## src/rtl/xfer_pkg.sv

```systemverilog
package xfer_pkg;
  localparam int NUM_REGS = 4;
  localparam int DATA_W   = 16;
  localparam int EN_W     = 8;
  localparam int SEL_W    = $clog2(NUM_REGS);
  localparam int CTRL_W   = 2 * SEL_W;
  localparam int FLAT_W   = NUM_REGS * DATA_W;

  typedef struct packed {
    logic [EN_W-1:0]     busEn;
    logic [NUM_REGS-1:0] load;
    logic [NUM_REGS-1:0] seedWr;
  } xferStrobes_t;
endpackage

```

## src/rtl/xfer_ctrl.sv

```systemverilog
module xfer_ctrl
  import xfer_pkg::*;
(
  input  logic              clk,
  input  logic              rst,
  input  logic              xferValid,
  input  logic [CTRL_W-1:0] ctrlWord,
  input  logic              seedEn,
  input  logic [SEL_W-1:0]  seedIdx,
  output xferStrobes_t      strb
);
  logic [SEL_W-1:0]    srcIdx;
  logic [SEL_W-1:0]    dstIdx;
  logic [EN_W-1:0]     busEnV;
  logic [NUM_REGS-1:0] loadV;
  logic [NUM_REGS-1:0] seedV;

  assign srcIdx = ctrlWord[CTRL_W-1:SEL_W];
  assign dstIdx = ctrlWord[SEL_W-1:0];

  // Drive enables: live slots decode the source index, spare slots tie low.
  for (genvar i = 0; i < EN_W; i++) begin : g_en
    if (i < NUM_REGS) begin : g_live
      assign busEnV[i] = xferValid && (srcIdx == SEL_W'(i));
    end else begin : g_spare
      assign busEnV[i] = 1'b0;
    end
  end

  // Capture enables, plus seed writes that only run when no move is presented.
  for (genvar i = 0; i < NUM_REGS; i++) begin : g_ld
    assign loadV[i] = xferValid && (dstIdx == SEL_W'(i));
    assign seedV[i] = seedEn && !xferValid && (seedIdx == SEL_W'(i));
  end

  assign strb = '{busEn: busEnV, load: loadV, seedWr: seedV};

  // one bus driver at most
  p_single_driver_r4: assert property (@(posedge clk) disable iff (rst)
    $onehot0(strb.busEn));

  // reserved enables stay low; a presented move enables its source
  p_spare_low_r3: assert property (@(posedge clk) disable iff (rst)
    strb.busEn[EN_W-1:NUM_REGS] == '0);
  p_src_driven_r3: assert property (@(posedge clk) disable iff (rst)
    xferValid |-> strb.busEn[srcIdx]);

  // no capture without a presented move
  p_no_idle_load_r5: assert property (@(posedge clk) disable iff (rst)
    !xferValid |-> (strb.load == '0));

  // a seed request is blocked while a move is presented
  p_seed_blocked_r9: assert property (@(posedge clk) disable iff (rst)
    xferValid |-> (strb.seedWr == '0));
endmodule

```

## src/rtl/xfer_datapath.sv

```systemverilog
module xfer_datapath
  import xfer_pkg::*;
(
  input  logic              clk,
  input  logic              rst,
  input  xferStrobes_t      strb,
  input  logic [DATA_W-1:0] seedData,
  output logic [DATA_W-1:0] busVal,
  output logic [FLAT_W-1:0] regsFlat
);
  logic [DATA_W-1:0] regQ   [NUM_REGS];
  logic [DATA_W-1:0] drvVal [NUM_REGS];

  // Gated drivers stand in for tri-state buffers on the shared bus.
  for (genvar i = 0; i < NUM_REGS; i++) begin : g_drv
    assign drvVal[i] = strb.busEn[i] ? regQ[i] : '0;
    assign regsFlat[i*DATA_W +: DATA_W] = regQ[i];
  end

  always_comb begin
    busVal = '0;
    for (int k = 0; k < NUM_REGS; k++) begin
      busVal = busVal | drvVal[k];
    end
  end

  // Each register captures the bus on a load, otherwise takes a seed write.
  for (genvar i = 0; i < NUM_REGS; i++) begin : g_reg
    always_ff @(posedge clk) begin
      if (rst) begin
        regQ[i] <= '0;
      end else if (strb.load[i]) begin
        regQ[i] <= busVal;
      end else if (strb.seedWr[i]) begin
        regQ[i] <= seedData;
      end
    end

    // a load captures the bus value of the previous cycle
    p_load_copy_r2: assert property (@(posedge clk) disable iff (rst)
      strb.load[i] |=> (regQ[i] == $past(busVal)));

    // an enabled driver puts its register on the bus
    p_bus_source_r6: assert property (@(posedge clk) disable iff (rst)
      strb.busEn[i] |-> (busVal == regQ[i]));
  end

  // reset clears the bank
  p_reset_clear_r1: assert property (@(posedge clk)
    rst |=> (regsFlat == '0));

  // an idle bus reads zero
  p_bus_idle_zero_r6: assert property (@(posedge clk) disable iff (rst)
    (strb.busEn == '0) |-> (busVal == '0));

  // no writer means no change
  p_idle_hold_r5: assert property (@(posedge clk) disable iff (rst)
    ((strb.load == '0) && (strb.seedWr == '0)) |=> $stable(regsFlat));
endmodule

```

## src/rtl/xfer_bus_top.sv

```systemverilog
module xfer_bus_top
  import xfer_pkg::*;
(
  input  logic              clk,
  input  logic              rst,
  input  logic              xferValid,
  input  logic [CTRL_W-1:0] ctrlWord,
  input  logic              seedEn,
  input  logic [SEL_W-1:0]  seedIdx,
  input  logic [DATA_W-1:0] seedData,
  output logic [DATA_W-1:0] busOut,
  output logic [EN_W-1:0]   busEn,
  output logic [NUM_REGS-1:0] loadVec,
  output logic [FLAT_W-1:0] regsOut
);
  xferStrobes_t strb;

  xfer_ctrl u_ctrl (
    .clk      (clk),
    .rst      (rst),
    .xferValid(xferValid),
    .ctrlWord (ctrlWord),
    .seedEn   (seedEn),
    .seedIdx  (seedIdx),
    .strb     (strb)
  );

  xfer_datapath u_dp (
    .clk     (clk),
    .rst     (rst),
    .strb    (strb),
    .seedData(seedData),
    .busVal  (busOut),
    .regsFlat(regsOut)
  );

  assign busEn   = strb.busEn;
  assign loadVec = strb.load;
endmodule

```

## config.mk

```make
export PLATFORM = sky130hd
export DESIGN_NAME = xfer_bus_top
export DESIGN_NICKNAME = d
export VERILOG_FILES = /design/src/rtl/xfer_pkg.sv /design/src/rtl/xfer_ctrl.sv /design/src/rtl/xfer_datapath.sv /design/src/rtl/xfer_bus_top.sv
export SDC_FILE = /design/constraint.sdc
export NUM_CORES = 1
export LEC_CHECK = 0
export CORE_ASPECT_RATIO = 0.8
export CORE_MARGIN = 4
export CORE_UTILIZATION = 40
export DETAILED_ROUTE_END_ITERATION = 8
export PLACE_DENSITY = 0.7
export SLEW_MARGIN = 5
export SYNTH_ARGS = -nofsm -noshare
export SYNTH_HDL_FRONTEND = slang
export SYNTH_SLANG_ARGS = --single-unit
```

## constraint.sdc

```tcl
create_clock -name clk -period 3 [get_ports clk]
set_clock_uncertainty 0.2 [all_clocks]
set_input_delay 0.6 -clock clk [delete_from_list [all_inputs] [get_ports clk]]
set_output_delay 0.6 -clock clk [all_outputs]
set_load 0.005 [all_outputs]
```

# Word level (Yosys, flattened, before mapping)
# Memory sizes are Yosys's and may differ from the RTL's.
# Index checks and enable logic that the tools add are counted.
dict set report totals {
  mem_bits_rw 64
  word_cells 80
  output_inout_bits 92
  mem_count 1
  regBits 0
  input_bits 26
}
# memory depth width read_ports rd_ports_with_merged_regs wr line
set memory_table {}
lappend memory_table {u_dp.regQ 4 16 4 0 4 xfer_datapath.sv:11} ;# logic [DATA_W-1:0] regQ [NUM_REGS];
dict set report classes {
  muxes 42
  eq_ne 9
  bitwise_logic 11
  n_reduce_logical 17
}
# op n
set ops {}
lappend ops {{16-bit 2-to-1 mux} 12}
lappend ops {{16-bit bitwise OR} 3}
lappend ops {{1-bit 2-to-1 mux} 30}
lappend ops {{1-bit logical AND} 13}
lappend ops {{2-bit equality test, second input constant} 6}
lappend ops {{1-bit bitwise OR} 8}
lappend ops {{2-bit by 1-bit equality test with 1-bit output, second input constant} 3}
lappend ops {{2-bit zero test} 3}
lappend ops {{1-bit zero test} 1}

# Longest topological paths before layout
# Gate-level depths: netlist of run 1.
dict set report logic_depth {
  ltp_word 8
  depth_mapped 5
}

# Hierarchy
# From an unflattened synthesis of run 1, not the netlist that was laid out.
dict set report hier_totals {
  hier_cells 268
  area_unflattened_um2 3480.8
}
# module cells_per_inst n_inst area_per_inst_um2
set by_module_without_submodules {}
lappend by_module_without_submodules {xfer_datapath 250 1 3296.9}
lappend by_module_without_submodules {xfer_ctrl 18 1 183.9}

# Least setup slack after synthesis of run 1
# OpenSTA, ideal clock, no wires.
dict set report synth_timing {
  path_type {input -> output}
  start {input ctrlWord[2]}
  end {output busOut[15]}
  t_arrival_ns 1.454
  setup_slack_ns 0.746
  n_path_buf 1
  t_required_ns 2.200
  path_stages 3
  cell_sequence {buf_4 -> mux4_2 -> and2_1}
}
dict set report synth_via {
  elab_chain_cells 6
  elab_cells_between_ends 15
  classes_between {eq/ne (3); mux (4); bitwise (3); reduce/logical (5)}
}
# item line
set synth_lines {}
lappend synth_lines {{start: declaration} xfer_bus_top.sv:7} ;# input logic [CTRL_W-1:0] ctrlWord,
lappend synth_lines {{2-bit by 1-bit equality test with 1-bit output / 2-bit zero test (equally long branches)} xfer_ctrl.sv:24} ;# assign busEnV[i] = xferValid && (srcIdx == SEL_W'(i));
lappend synth_lines {{1-bit logical AND} xfer_ctrl.sv:24}
lappend synth_lines {{16-bit 2-to-1 mux} xfer_datapath.sv:16} ;# assign drvVal[i] = strb.busEn[i] ? regQ[i] : '0;
lappend synth_lines {{16-bit bitwise OR (2 in series)} xfer_datapath.sv:23} ;# busVal = busVal | drvVal[k];
lappend synth_lines {{16-bit bitwise OR (*)} xfer_datapath.sv:23}
lappend synth_lines {{end: declaration} xfer_bus_top.sv:11} ;# output logic [DATA_W-1:0] busOut,
# Every way passes the cells marked *; elsewhere a longest branch is shown, timed or not.

# Worst setup path after layout of run 1
dict set report layout_timing {
  start {input ctrlWord[2]}
  end {output busOut[0]}
}
# Same word-level chain as after synthesis.

==> out/qor.yml, run 1 <==
synthesis.area_um2: 3470
fin_area_um2: 4970
cts-resized-gates: 13
route.detailed.drc: 0
path_class: "primary input to primary output"
wl_per_cell_um: 20.8
grt_pass1_vias: 2811
ios: 118
grt_pass1_wl_mm: 15.1
largest_reg_flops: 64
min_path_type: "flip-flop to flip-flop"
finalNetCount: 392
crit_arrival_ps: 2050
dp_hpwl_mm: 7.04
cp_slowest_stage_delay_ps: 560
setup_violations: 0
cts_tree: "built"
clkSinkCount: 64
synth_cell_types: 23
path_clk_slew_ps: 60
maxSlewHeadroom: 0.389
fmax_mhz: 351
post-route-period-util: 0.949
top_regs: "u_dp.regQ: 64 flops"
cp.required_ps: 2200
startpoint: "ctrlWord[2]"
clk_latency_ps: 330
fin_ws_ps: 154
place_inst: 467
clock_path_buffers: 2
end_kind: "primary output"
grt_max_degree: 17
cts_root_buf: "clkbuf_8"
cp_slowest_cell: "clkdlybuf4s50_1"
worstMarginPinSlew_ps: 915
die_w_um: 112
antenna_found_initial: 0
core_um2: 8480
wl_mm: 10.0
htree_levels: 3
utilization: 0.586
grt-ovfl-total: 0
gp_congestion: 0.828
drtIter0Drc: 143
min-delay-start: "u_dp.regQ[2][15]"
instances_no_fill: 481
slew_viol_final: 0
rsz0062_at_grt: "no"
num_antenna_cells: 0
fillers: 700
syn_area_per_cell_um2: 15.3
ant_nets: 0
power_w: 0.00208
r2r-start: "u_dp.regQ[1][15]"
worstPathMaxFanout: 11
seq_area_frac_synth: 0.553
dieArea_um2: 10200
powerDensity_nw_per_um2: 419
place_area_um2: 4820
postCtsSetupBuffers: 0
path_delay_family: "buffers and inverters"
grt_usage: 0.193
syn_inst: 227
crit_buf_inv: 3
synth-seq-cells: 64
num_vias: 2713
yosysWarnings: 0
hold_buffers: 0
path_cells: "buf_2, buf_4, mux2i_1, o22ai_2, clkdlybuf4s50_1"
vias_per_cell: 5.64
final_hold_viol_count: 0
cts_buffers: 9
start_util: 0.409
rows: 30
maxCapViolCount: 0
syn2layout_area_growth_pct: 43.0
status: "completed"
start_kind: "primary input"
fp.dieH_um: 91.3
port_buffers: 113
pre_cts_slack_ps: -85.2
top_register: "u_dp.regQ"
cellLeakagePower_nw: 1.93
drive_gt1_frac: 0.203
ir_drop_uv: 218
fin_crit_ps: 2850
drt-pass1-iter-count: 4
-- cells in the final DEF, fill, tap and decap left out, drive strengths merged --
master,n
dlygate4sd2,12
and4,1
clkbuf,9
o22ai,15
mux2i,30
or3,4
and4bb,1
clkdlybuf4s50,100
nand2b,3
nand2,2
and4b,2
edfxtp,64
nor2,11
a22o,64
mux4,1
nor3,2
and2,1
conb,4
clkinvlp,1
buf,36
inv,2
clkinv,4
-- path summary, 6_finish.rpt --
check,end,slack [ps],cells after the start
worst max-delay path,busOut[0],150,5
worst min-delay path,u_dp.regQ[2][15],680,2
worst max register to register,u_dp.regQ[2][15],1380,2
worst min register to register,u_dp.regQ[2][15],680,2
-- kinds of logic after synthesis --
group / after synthesis / share of synthesized area
AOI/OAI and AO/OA: 79 / 0.233
buffers and inverters: 25 / 0.0638
DFF: 64 / 0.553
muxes: 31 / 0.0929
other: 1 / 0.00108
and+or+nand+nor: 27 / 0.0562
-- cells in the mapped netlist (all sizes together) --
master / number / area [um^2]
and4bb: 1 / 12.5
nor2: 11 / 48.8
conb: 1 / 3.75
a22o: 64 / 561
and2: 1 / 6.26
and4b: 2 / 20.0
nand2: 2 / 17.5
inv: 2 / 7.51
nand2b: 3 / 23.8
mux2i: 30 / 300
buf: 23 / 214
and4: 1 / 8.76
or3: 4 / 25.0
mux4: 1 / 22.5
o22ai: 15 / 248
edfxtp: 64 / 1920
nor3: 2 / 32.5
-- worst register-to-register path, cell delays in order, from the launching register on --
cell	delay, ps
edfxtp_1	430
mux4_2	530
a22o_1	210
-- layer usage --
layer	global-route usage	routed length [um]
met5	0	0
met1	0.249	4130
met4	0.0791	170
met2	0.313	4900
met3	0.0460	808
-- power by group --
part / switching, W / total (W) / internal [W]
Clock: 0.000307 / 0.000590 / 0.000282
Combinational: 0.000191 / 0.000419 / 0.000228
Sequential: 0.0000298 / 0.00107 / 0.00104
Total: 0.000528 / 0.00208 / 0.00155
-- per-stage QoR --
stage                     hold WS, ps  TNS [ps]
after CTS                         671         0
after global placement            683      -428
after detailed placement          653      -949
after floorplan                   602         0
final                             684         0
after global routing              709         0
-- final cells by class --
class	instances	area (um^2)	share of cell area
sequential	64	1920	0.387
timing repair buffer	148	1400	0.282
multi-input combinational	141	1350	0.272
tap	112	140	0.0282
clock buffer	9	124	0.0249
clock inverter	5	26.3	0.00529
inverter	2	7.51	0.00151
Power figures use the tool's default switching activity.
==> run 2, diff against run 1 <==
CAP_MARGIN = 20   (was unset)
CTS_CLUSTER_DIAMETER = 150   (was unset)
==> results of run 2 <==
Same layout as run 1: the final DEF is identical, and so are final timing and power.
